$ cat src/rtl/i2cm_pkg.sv
package i2cm_pkg;
  typedef enum logic [1:0] {
    ST_IDLE  = 2'd0,
    ST_START = 2'd1,
    ST_BIT   = 2'd2,
    ST_STOP  = 2'd3
  } eng_st_t;

  localparam int BYTE_W = 8;
endpackage

$ cat src/rtl/i2cm_qtick.sv
module i2cm_qtick #(
  parameter int QDIV = 4
) (
  input  logic clk,
  input  logic rst_n,
  input  logic hold,
  output logic tick
);
  localparam int CW = (QDIV > 1) ? $clog2(QDIV) : 1;
  localparam logic [CW-1:0] LAST = CW'(QDIV - 1);

  logic [CW-1:0] cnt;

  assign tick = (cnt == LAST) && !hold;

  always_ff @(posedge clk) begin
    if (!rst_n)      cnt <= '0;
    else if (hold)   cnt <= '0;
    else if (tick)   cnt <= '0;
    else             cnt <= cnt + 1'b1;
  end

  // the quarter counter never leaves its range
  a_r10_cnt_range: assert property (@(posedge clk) disable iff (!rst_n)
    cnt <= LAST);
endmodule

$ cat src/rtl/i2cm_txbuf.sv
module i2cm_txbuf #(
  parameter int W = 8
) (
  input  logic         clk,
  input  logic         rst_n,
  input  logic         wr_valid,
  input  logic [W-1:0] wr_data,
  output logic         wr_ready,
  input  logic         take,
  output logic [W-1:0] held,
  output logic         empty
);
  assign wr_ready = empty;

  always_ff @(posedge clk) begin
    if (!rst_n) begin
      empty <= 1'b1;
      held  <= '0;
    end else if (take) begin
      empty <= 1'b1;
    end else if (wr_valid && wr_ready) begin
      empty <= 1'b0;
      held  <= wr_data;
    end
  end

  // a copy into the shifter empties the register
  a_r2_take_empties: assert property (@(posedge clk) disable iff (!rst_n)
    take |=> empty);
  // an accepted byte fills the register with that byte
  a_r2_write_fills: assert property (@(posedge clk) disable iff (!rst_n)
    (wr_valid && wr_ready && !take) |=> (!empty && held == $past(wr_data)));
endmodule

$ cat src/rtl/i2cm_engine.sv
module i2cm_engine
  import i2cm_pkg::*;
#(
  parameter int W = BYTE_W
) (
  input  logic         clk,
  input  logic         rst_n,
  input  logic         qtick,
  input  logic         go,
  input  logic         stop_pend,
  input  logic         buf_empty,
  input  logic [W-1:0] buf_q,
  input  logic         scl_in,
  input  logic         sda_in,
  output logic         scl_oe,
  output logic         sda_oe,
  output logic         take,
  output logic         start_done,
  output logic         stop_done,
  output logic         nack_set,
  output logic         busy
);
  localparam int BCW = $clog2(W + 1);
  localparam logic [BCW-1:0] ACK_SLOT = BCW'(W);

  eng_st_t        st;
  logic [1:0]     ph;
  logic [BCW-1:0] bitcnt;
  logic [W-1:0]   shreg;

  assign busy = (st != ST_IDLE);

  always_ff @(posedge clk) begin
    if (!rst_n) begin
      st         <= ST_IDLE;
      ph         <= 2'd0;
      bitcnt     <= '0;
      shreg      <= '0;
      scl_oe     <= 1'b0;
      sda_oe     <= 1'b0;
      take       <= 1'b0;
      start_done <= 1'b0;
      stop_done  <= 1'b0;
      nack_set   <= 1'b0;
    end else begin
      take       <= 1'b0;
      start_done <= 1'b0;
      stop_done  <= 1'b0;
      nack_set   <= 1'b0;
      if (qtick) begin
        case (st)
          ST_IDLE: begin
            if (go) begin
              st    <= ST_START;
              ph    <= 2'd0;
              shreg <= buf_q;
              take  <= 1'b1;
            end
          end
          ST_START: begin
            ph <= ph + 2'd1;
            if (ph == 2'd1) sda_oe <= 1'b1;
            if (ph == 2'd3) begin
              st         <= ST_BIT;
              scl_oe     <= 1'b1;
              bitcnt     <= '0;
              start_done <= 1'b1;
            end
          end
          ST_BIT: begin
            ph <= ph + 2'd1;
            case (ph)
              2'd0: sda_oe <= (bitcnt == ACK_SLOT) ? 1'b0 : !shreg[W-1];
              2'd1: scl_oe <= 1'b0;
              2'd2: ;
              default: begin
                scl_oe <= 1'b1;
                if (bitcnt != ACK_SLOT) begin
                  shreg  <= {shreg[W-2:0], 1'b0};
                  bitcnt <= bitcnt + 1'b1;
                end else if (sda_in) begin
                  nack_set <= 1'b1;
                  take     <= 1'b1;
                  st       <= ST_STOP;
                end else if (stop_pend || buf_empty) begin
                  st <= ST_STOP;
                end else begin
                  shreg  <= buf_q;
                  take   <= 1'b1;
                  bitcnt <= '0;
                end
              end
            endcase
          end
          default: begin
            ph <= ph + 2'd1;
            case (ph)
              2'd0: sda_oe <= 1'b1;
              2'd1: scl_oe <= 1'b0;
              2'd2: ;
              default: begin
                sda_oe    <= 1'b0;
                st        <= ST_IDLE;
                stop_done <= 1'b1;
              end
            endcase
          end
        endcase
      end
    end
  end

  // data SDA holds still while SCL is released
  a_r5_sda_steady_high: assert property (@(posedge clk) disable iff (!rst_n)
    (st == ST_BIT && $past(st) == ST_BIT && !scl_oe && $past(!scl_oe))
      |-> $stable(sda_oe));
  // SDA released in the acknowledge pulse
  a_r5_ack_released: assert property (@(posedge clk) disable iff (!rst_n)
    (st == ST_BIT && bitcnt == ACK_SLOT && ph >= 2'd2) |-> !sda_oe);
  // SCL stays released through the START condition
  a_r4_start_scl_high: assert property (@(posedge clk) disable iff (!rst_n)
    (st == ST_START) |-> !scl_oe);
  // no progress while a slave holds SCL low
  a_r8_stretch_stall: assert property (@(posedge clk) disable iff (!rst_n)
    (busy && !scl_oe && !scl_in) |=> ($stable(ph) && $stable(st)));
endmodule

$ cat src/rtl/i2cm_tx.sv
module i2cm_tx
  import i2cm_pkg::*;
#(
  parameter int QDIV = 4
) (
  input  logic              clk,
  input  logic              rst_n,
  input  logic              cfg_en,
  input  logic              cfg_txie,
  input  logic              start_req,
  input  logic              stop_req,
  input  logic              wr_valid,
  output logic              wr_ready,
  input  logic [BYTE_W-1:0] wr_data,
  input  logic              scl_in,
  output logic              scl_oe,
  input  logic              sda_in,
  output logic              sda_oe,
  output logic              start_pend,
  output logic              stop_pend,
  output logic              tx_empty,
  output logic              irq,
  output logic              nack_flag,
  output logic              busy
);
  logic              qtick;
  logic              stall;
  logic              take;
  logic              start_done;
  logic              stop_done;
  logic              nack_set;
  logic [BYTE_W-1:0] held;
  logic              go;

  assign stall = !scl_oe && !scl_in;
  assign go    = cfg_en && start_pend && !tx_empty;
  assign irq   = cfg_en && cfg_txie && tx_empty;

  i2cm_qtick #(.QDIV(QDIV)) u_qtick (
    .clk  (clk),
    .rst_n(rst_n),
    .hold (stall),
    .tick (qtick)
  );

  i2cm_txbuf #(.W(BYTE_W)) u_buf (
    .clk     (clk),
    .rst_n   (rst_n),
    .wr_valid(wr_valid),
    .wr_data (wr_data),
    .wr_ready(wr_ready),
    .take    (take),
    .held    (held),
    .empty   (tx_empty)
  );

  i2cm_engine #(.W(BYTE_W)) u_eng (
    .clk       (clk),
    .rst_n     (rst_n),
    .qtick     (qtick),
    .go        (go),
    .stop_pend (stop_pend),
    .buf_empty (tx_empty),
    .buf_q     (held),
    .scl_in    (scl_in),
    .sda_in    (sda_in),
    .scl_oe    (scl_oe),
    .sda_oe    (sda_oe),
    .take      (take),
    .start_done(start_done),
    .stop_done (stop_done),
    .nack_set  (nack_set),
    .busy      (busy)
  );

  always_ff @(posedge clk) begin
    if (!rst_n) begin
      start_pend <= 1'b0;
      stop_pend  <= 1'b0;
      nack_flag  <= 1'b0;
    end else begin
      if (start_req)       start_pend <= 1'b1;
      else if (start_done) start_pend <= 1'b0;
      if (stop_req)        stop_pend  <= 1'b1;
      else if (stop_done)  stop_pend  <= 1'b0;
      if (nack_set)        nack_flag  <= 1'b1;
      else if (start_req)  nack_flag  <= 1'b0;
    end
  end

  // START bit self-clears once driven
  a_r4_start_selfclear: assert property (@(posedge clk) disable iff (!rst_n)
    (start_done && !start_req) |=> !start_pend);
  // STOP bit self-clears once driven
  a_r7_stop_selfclear: assert property (@(posedge clk) disable iff (!rst_n)
    (stop_done && !stop_req) |=> !stop_pend);
  // a NACK leaves the sticky flag set
  a_r6_nack_sticky: assert property (@(posedge clk) disable iff (!rst_n)
    nack_set |=> nack_flag);
endmodule

$ cat config.mk
export PLATFORM = sky130hd
export DESIGN_NAME = i2cm_tx
export DESIGN_NICKNAME = d
export VERILOG_FILES = /design/src/rtl/i2cm_pkg.sv /design/src/rtl/i2cm_qtick.sv /design/src/rtl/i2cm_txbuf.sv /design/src/rtl/i2cm_engine.sv /design/src/rtl/i2cm_tx.sv
export SDC_FILE = /design/constraint.sdc
export NUM_CORES = 1
export LEC_CHECK = 0
export ABC_AREA = 1
export BUFFER_PORTS_ARGS = -buffer_cell sky130_fd_sc_hd__buf_2
export CAP_MARGIN = 20
export CORE_ASPECT_RATIO = 1.25
export CORE_MARGIN = 2
export CORE_UTILIZATION = 35
export DETAILED_ROUTE_END_ITERATION = 10
export SETUP_SLACK_MARGIN = 0.3
export SYNTH_ARGS = -nofsm -noshare
export SYNTH_HDL_FRONTEND = slang
export SYNTH_HIERARCHICAL = 1
export SYNTH_SLANG_ARGS = --single-unit
$ cat constraint.sdc
create_clock -name clk -period 1.8 [get_ports clk]
set_input_delay 0.36 -clock clk [delete_from_list [all_inputs] [get_ports clk]]
set_output_delay 0.36 -clock clk [all_outputs]
set_load 0.01 [all_outputs]
==> impl.org, run 1 <==
** Detailed routing
- After detailed routing, the average wire length per cell comes to 12.7 um.
- Via-to-Cell Ratio :: 4.88
- Routed via count :: 1,914
- Final wirelength :: 4.98 mm
- DR pass1 iterations :: 4
- For this block, the initial DRC count from the detailed router was 120.
- Once detail routing completed, the nets flagged for antenna violations numbered 0.
- Remaining routing DRC violations :: 0

** Pwr
- The completed layout was analyzed and its total power is 1.56 mW.
- Switching part of the total power :: 26.6%
- The share of total power dissipated in sequential elements is 53.3%.
- For this design the static power due to leakage is 1.14 nW.
- Logic gate share of total power :: 8.2%
- Maximum vdd drop :: 0.000372 V
- Internal power comes to 1.14 mW.
- In this run the power density over the cells is 589 nW/um^2.
- The clock network is responsible for 38.5% of the overall power.
- Summed over all nets, the switching power comes to 0.414 mW.

** Synthesis
- The cell area that synthesis handed to floorplanning was 2040 um^2.
- Counting every instance in the synthesized netlist gives 277.
- For this run, the number of Yosys warnings is 6.
- Mean cell area of the mapped netlist :: 7.35 um^2
- Syn Nets :: 305
- Count of different cell masters after synthesis :: 31
- The synthesized design contains 36 register bits.
- Sequential element share of the synthesized area :: 35.4%
- Dominant synthesized flop cell :: dfxtp_1
- Post-synth EDFFs :: 0
- After synthesis, the share of flip-flops with an asynchronous set or reset is 0%.

** STA
- Final slew viol count :: 0
- For this run, the top clock speed supported by timing is 0.640 GHz.
- Final setup TNS :: 0 ps
- The final-report hold violation count was 0.
- Minimum clock period :: 1560 ps
- Setup repair after global routing missed its margin :: true
- Count of final setup violators :: 0
- Share of the clock period used by the worst path after layout :: 86.9%
- Worst max-slew margin expressed relative to the limit :: 72.6%
- The clock arrives with 3.07 ps of skew.
- For the pin with the worst max-slew slack, the measured transition is 411 ps.

** CTS
- Maximum count of clock buffers along a single path :: 2
- The tree built by TritonCTS fans out to 36 sinks.
- TritonCTS built the clock tree.
- TritonCTS created 5 clock buffers.
- Clock transition time at the flip-flop clock pins of the worst setup and hold paths :: 80 ps
- Clk Latency, worst-skew pair :: 290 ps
- The tree is rooted in a clkbuf_8.
- # H-tree levels :: 2

** Die
- 26 I/O pins were placed.
- Vertical extent of the die :: 89.3 um
- Starting Density :: 35.7%
- The total area inside the core boundary comes to 5700 um^2.
- The die covers 6450 um^2.
- Overall die width :: 72.2 um
- Row Count :: 31

** Final layout
- Area taken by flip-flops and latches :: 733 um^2
- Leading cell type in the layout, fill and taps excluded :: nand2_1
- After the last flow step, the layout net total stands at 353.
- Multi-input logic area :: 1230 um^2
- Of the cells placed in the final design, the portion with a size suffix greater than 1 is 39.3%.
- The area growth from synthesis to layout is 29.9%.
- Most frequent cells in the layout :: nand2_1 (54), nor2_1 (40), inv_1 (30)
- After filler insertion, the fill cell instance count of the layout stands at 559.
- 0 antenna diodes ended up in the layout.

** Global route
- The initial antenna violation count is 0.
- The first global-routing pass estimated 8.47 mm of wire.
- Total routing usage reported by global routing :: 17.0%
- The total overflow left after global routing is 0.
- Maximum number of pins on one net before global-route repair :: 20
- Via count of the first global-routing pass :: 1,931

** Worst setup path
- STA classifies the critical path endpoint as a flop.
- Critical path data arrival time :: 1800 ps
- Along the worst path, the maximum fanout reaches 7.
- In this run the critical register-to-register path is launched from u_eng/st[1].
- Setup CP Type :: reg2reg
- Required time of the critical path :: 2040 ps
- The worst setup path is launched from a flop.
- The most critical setup path has its startpoint at u_eng/st[1].

** Min path
- The startpoint identified for the worst hold timing path is wr_data[4].
- In this run the worst hold path is classified as in2reg.

** Run status
- Outcome :: completed

** Placement
- Hpwl dp :: 3.10 mm
- GPL Wtd Cong :: 0.905
- Buffers added on ports :: 25

** Run
- Max-cap violations in this run came to 0.
[cells in the mapped netlist, types with 4 or more instances]
master,n,area share (%)
inv_2,7,1.3
o21ai_1,6,1.5
nand2_1,57,11
nor2_2,9,2.8
nand3_4,4,3.4
dfxtp_1,36,35
ha_1,11,6.8
nand3_1,5,1.2
nand4_1,4,1.2
nand2_2,5,1.5
a21oi_1,15,3.7
inv_1,34,6.3
nor2_4,6,3.3
o21ai_0,13,3.2
nor2_1,43,7.9
[what timing repair did]
| item | in CTS | in global routing |
|---|---|---|
| gates resized for setup | 35 | 24 |
| cloned | 1 | 0 |
| pin swaps | 13 | 16 |
| setup endpoints to repair | 18 | 19 |
| buffers inserted | 13 | 6 |
| hold buffers | 0 | 0 |
[cells by family after synthesis]
logic type | synth area share (%)
DFF | 35.4
adders and majority gates | 6.76
and+or+nand+nor | 35.2
AOI/OAI and AO/OA | 10.9
buffers and inverters | 11.7
[worst max-delay path, stage by stage, from the launching register on]
cell and delay [ps]:
dfxtp_4 360, buf_12 120, ha_4 190, inv_6 90
buf_6 100, nor2_4 50, buf_6 120, nor2_4 120
nand3_4 130, nand2_1 90, nand2_1 50, nor2_1 80
[flip-flops by register name (all words and copies together), names as in the netlist]
signal and count:
stop_pend 1, u_buf/held 8, start_pend 1, u_eng/shreg 8
u_eng/scl_oe 1, u_eng/stop_done 1, u_eng/sda_oe 1, u_eng/bitcnt 4
u_eng/take 1, u_eng/start_done 1, u_eng/ph 2, u_buf/empty 1
u_eng/st 2, nack_flag 1, u_qtick/cnt 2, u_eng/nack_set 1
[path summary, 6_finish.rpt]
check / endpoint / slack, ps / cells past startpoint
setup reg to reg: u_eng/bitcnt[0] / 240 / 11
hold / removal: u_buf/held[4] / 280 / 3
hold reg to reg: u_qtick/cnt[0] / 440 / 1
setup / recovery: u_eng/bitcnt[0] / 240 / 11
[per-layer routing]
metal	vias up	GRT usage (%)	share of wire (%)
met2	57	31.6	54
met3	10	3.95	4.0
met5	-	0	0
li1	961	-	-
met1	886	17.8	40
met4	0	8.58	2.2
[area by class of cell]
cell class / instances / share of cell area, %
inverters: 44 / 7.28
repair buffers: 46 / 11.9
clock inverters: 3 / 0.899
flip-flops and latches: 36 / 27.7
multi-input cells: 192 / 46.5
clock buffers: 5 / 2.60
well taps: 66 / 3.12
[through the flow]
| stage | cell area (um^2) | hold slack, ps | setup WS [ps] | std cells | util [%] |
|---|---|---|---|---|---|
| after CTS | 2520 | 271 | 313 | 386 | 44.3 |
| final | 2650 | 282 | 237 | 392 | 46.4 |
| after detailed placement | 2200 | 415 | 68.4 | 364 | 38.6 |
| after global routing | 2650 | 277 | 165 | 392 | 46.4 |
| after floorplan | 2040 | 397 | 301 | 277 | - |
| after global placement | 2200 | 409 | 130 | 364 | 38.6 |
[power by group through the flow]
stage	clock, mW	sequential (mW)	combinational, mW
floorplan	0	0.849	0.0797
global placement	0	0.849	0.118
detailed placement	0	0.849	0.119
CTS	0.625	0.829	0.126
global route	0.659	0.833	0.150
finish	0.599	0.830	0.128
Note: power is estimated with default switching activity, not from simulation.
==> run 2: changes to the inputs <==
- PLACE_DENSITY: unset -> 0.63
- SLEW_MARGIN: unset -> 30
==> run 2 against run 1 <==
Sequential power about the same; worst hold slack better by 0.65 ps; worst setup slack better by 87 ps; die area unchanged; routed wire length down 13%; critical endpoint is now u_eng/shreg[6]; largest power group unchanged.
==> impl.org, run 2 (synthesis gave the netlist of run 1 again) <==
** Run status
- The run finished with clean final reports.

** Worst setup path
- Walking the worst path, the cells encountered are inv_4, ha_4, inv_6, nor2_4, nor2_4, nand2_2, nor2_4, nand2_4, inv_8, nor2_2, nor2_1.
- Required time of the critical path :: 2030 ps (about the same)
- The biggest cell delay along the critical path came to 380 ps (+20 ps).
- The worst setup path is captured at a flop.
- By instance count, the cell type seen most on the critical path is nor2_4.
- Critical-path cell with the highest stage delay :: dfxtp_4
- The worst setup path is launched from a flop.
- Reg2reg path depth :: 11 (unchanged)
- The arrival time at the worst endpoint is 1700 ps (-100 ps).
- Reg2reg setup slack :: 320 ps (+90 ps)
- Crit-path max FO :: 8 (+1)
- The critical path is of the reg2reg type.

** Global route
- The maximum number of pins on one net before global-route repair is 19 (-5.0%).
- Highest-utilization routing layer at the global route stage :: met2
- Met2 Usage GRT :: 26.2% (-5.4 points)
- The global-route wire length before repair is 7.49 mm (-12%).
- GR Layer Usage met1 :: 16.8% (-0.98 points)
- Remaining Overflow, GRT :: 0 (unchanged)
- Total routing usage reported by global routing :: 14.8% (-2.2 points)
- The met3 usage in global routing was 3.49% (-0.45 points).
- Number of antenna violations at the first check in global routing :: 0 (unchanged)
- Via count of the first global-routing pass :: 1,719 (-11%)

** Min path
- The number of cells on the worst hold path came to 3 (unchanged).
- The worst hold path belongs to the class in2reg.

** STA
- Final slew viol count :: 0 (unchanged)
- The final-report hold violation count was 0 (unchanged).
- Final setup TNS :: 0 ps (unchanged)
- The final count of negative-setup-slack endpoints was 0 (unchanged).
- The slew at the pin closest to its max-slew limit is 378 ps (-32.9 ps).
- Worst max-slew margin expressed relative to the limit :: 74.8% (+2.2 points)
- Setup repair after global routing could not meet its margin everywhere.
- The smallest hold slack is 283 ps (+0.648 ps).
- Minimum clock period :: 1480 ps (-87.2 ps)
- The top achievable clock speed is 0.677 GHz (+5.9%).
- Clock skew :: 7.17 ps (+4.09 ps)
- Worst Setup Slack, final :: 324 ps (+87.2 ps)
- The share of the cycle needed by the critical path after routing was 82.0% (-4.8 points).

** Placement
- GPL Wtd Cong :: 0.919 (+1.5%)
- Minimum setup slack after placement :: 49.6 ps (-18.9 ps)
- The total half-perimeter wirelength after legalization and detailed placement was 3.03 mm (-2.2%).
- Buffers added on ports :: 25 (unchanged)

** Final layout
- The ratio of cells with drive above 1 in the final layout was 35.1% (-4.2 points).
- The number of diodes added for antenna fixing came to 0 (unchanged).
- The count of nets after finishing came to 346 (-2.0%).
- Leading cell type in the layout, fill and taps excluded :: nand2_1
- Post-route core utilization :: 44.7% (-1.7 points)
- In the final layout, the registers with the most flip-flops are u_buf/held (8), u_eng/shreg (8), u_eng/bitcnt (4).
- Leaving out fill and tap cells, the most frequent cells in the layout are nand2_1 (57), nor2_1 (41), inv_1 (30).
- Area growth, synth to finish :: 25.2%

** Die
- Floorplan core area :: 5700 um^2 (unchanged)
- Vertical extent of the die :: 89.3 um (unchanged)
- The standard-cell row count came to 31 (unchanged).
- The area of the die came to 6450 um^2 (unchanged).
- The floorplan die width was 72.2 um (unchanged).
- Boundary Pins :: 26 (unchanged)
- The initial core utilization is 35.7% (unchanged).

** Detailed routing
- The count of routing violations after the opening detailed-route iteration is 54 (-55%).
- The first-pass iteration count of the detailed router came to 4 (unchanged).
- The post-detailed-route via-to-cell ratio came to 4.62 (-5.4%).
- Post-route ant nets :: 0 (unchanged)
- Per-cell routed wire length :: 11.3 um (-11%)
- The number of remaining DRC errors is 0 (unchanged).
- The total number of vias is 1,779 (-7.1%).
- Final wirelength :: 4.35 mm (-13%)

** CTS
- Clock transition time at the flip-flop clock pins of the worst setup and hold paths :: 80 ps (about the same)
- The number of buffers inserted for hold repair after clock tree synthesis came to 0 (unchanged).
- The insertion delay to the later sink of the worst-skew pair was 290 ps (about the same).
- The largest buffer count on any clock path is 2 (unchanged).
- # H-tree levels :: 2 (unchanged)
- CTS placed an instance of clkbuf_8 at the clock tree root.
- TritonCTS clock tree :: yes
- Clock Sink Count :: 36 (unchanged)
- Num CTS Buffers :: 5 (unchanged)

** Pwr
- The maximum vdd drop is 0.000334 V (-10%).
- Overall power :: 1.66 mW (+6.7%)
- Leakage component of the power :: 1.09 nW (-3.9%)
- Ratio of total power to cell area :: 651 nW/um^2 (+11%)

** Run
- The number of maximum-capacitance constraint violations was 0 (unchanged).
## run 2: what timing repair did
action / CTS / global route
gates cloned: 1 / 0
pin swaps: 10 / 12
endpoints found under the hold margin: 0 / 0
buffers inserted: 10 / 2
setup endpoints to repair: 18 / 17
resized for setup: 33 / 14
## run 2: path summary, 6_finish.rpt
check,startpoint,end
max,u_eng/st[1],u_eng/shreg[6]
min,wr_data[3],u_buf/held[3]
max reg2reg,u_eng/st[1],u_eng/shreg[6]
min reg2reg,u_qtick/cnt[0],u_qtick/cnt[0]
## run 2: routing by layer
metal	routed length [um]	part of all wire, %	up-vias
met1	1950	45	790
met3	166	3.8	10
li1	-	-	951
met4	89	2.0	0
met2	2150	49	28
met5	0	0	-
## run 2: critical path, delay by kind of cell (launching register included)
family / cells / cell delay (ps)
fa+ha+maj: 1 / 170
buf+inv: 3 / 230
flops: 1 / 380
simple gates: 7 / 640
## run 2: through the flow
step | area, um^2 | cells
CTS | 2490 | 383
finish | 2550 | 385
detailed placement | 2200 | 364
floorplan | 2040 | 277
global route | 2550 | 385
global placement | 2200 | 364
## run 2: power breakdown
group	internal (mW)	switching, mW	total (mW)
sequential	0.813	0.0141	0.827
clock	0.410	0.300	0.709
combinational	0.0520	0.0717	0.124
## run 2: area by class of cell
type / count / area [um^2]
Timing Repair Buffer: 39 / 230
Sequential cell: 36 / 738
Clock buffer: 5 / 68.8
Fill cell: 559 / 3150
Inverter: 44 / 191
Clock inverter: 3 / 42.5
Multi-Input combinational cell: 192 / 1200
Tap cell: 66 / 82.6
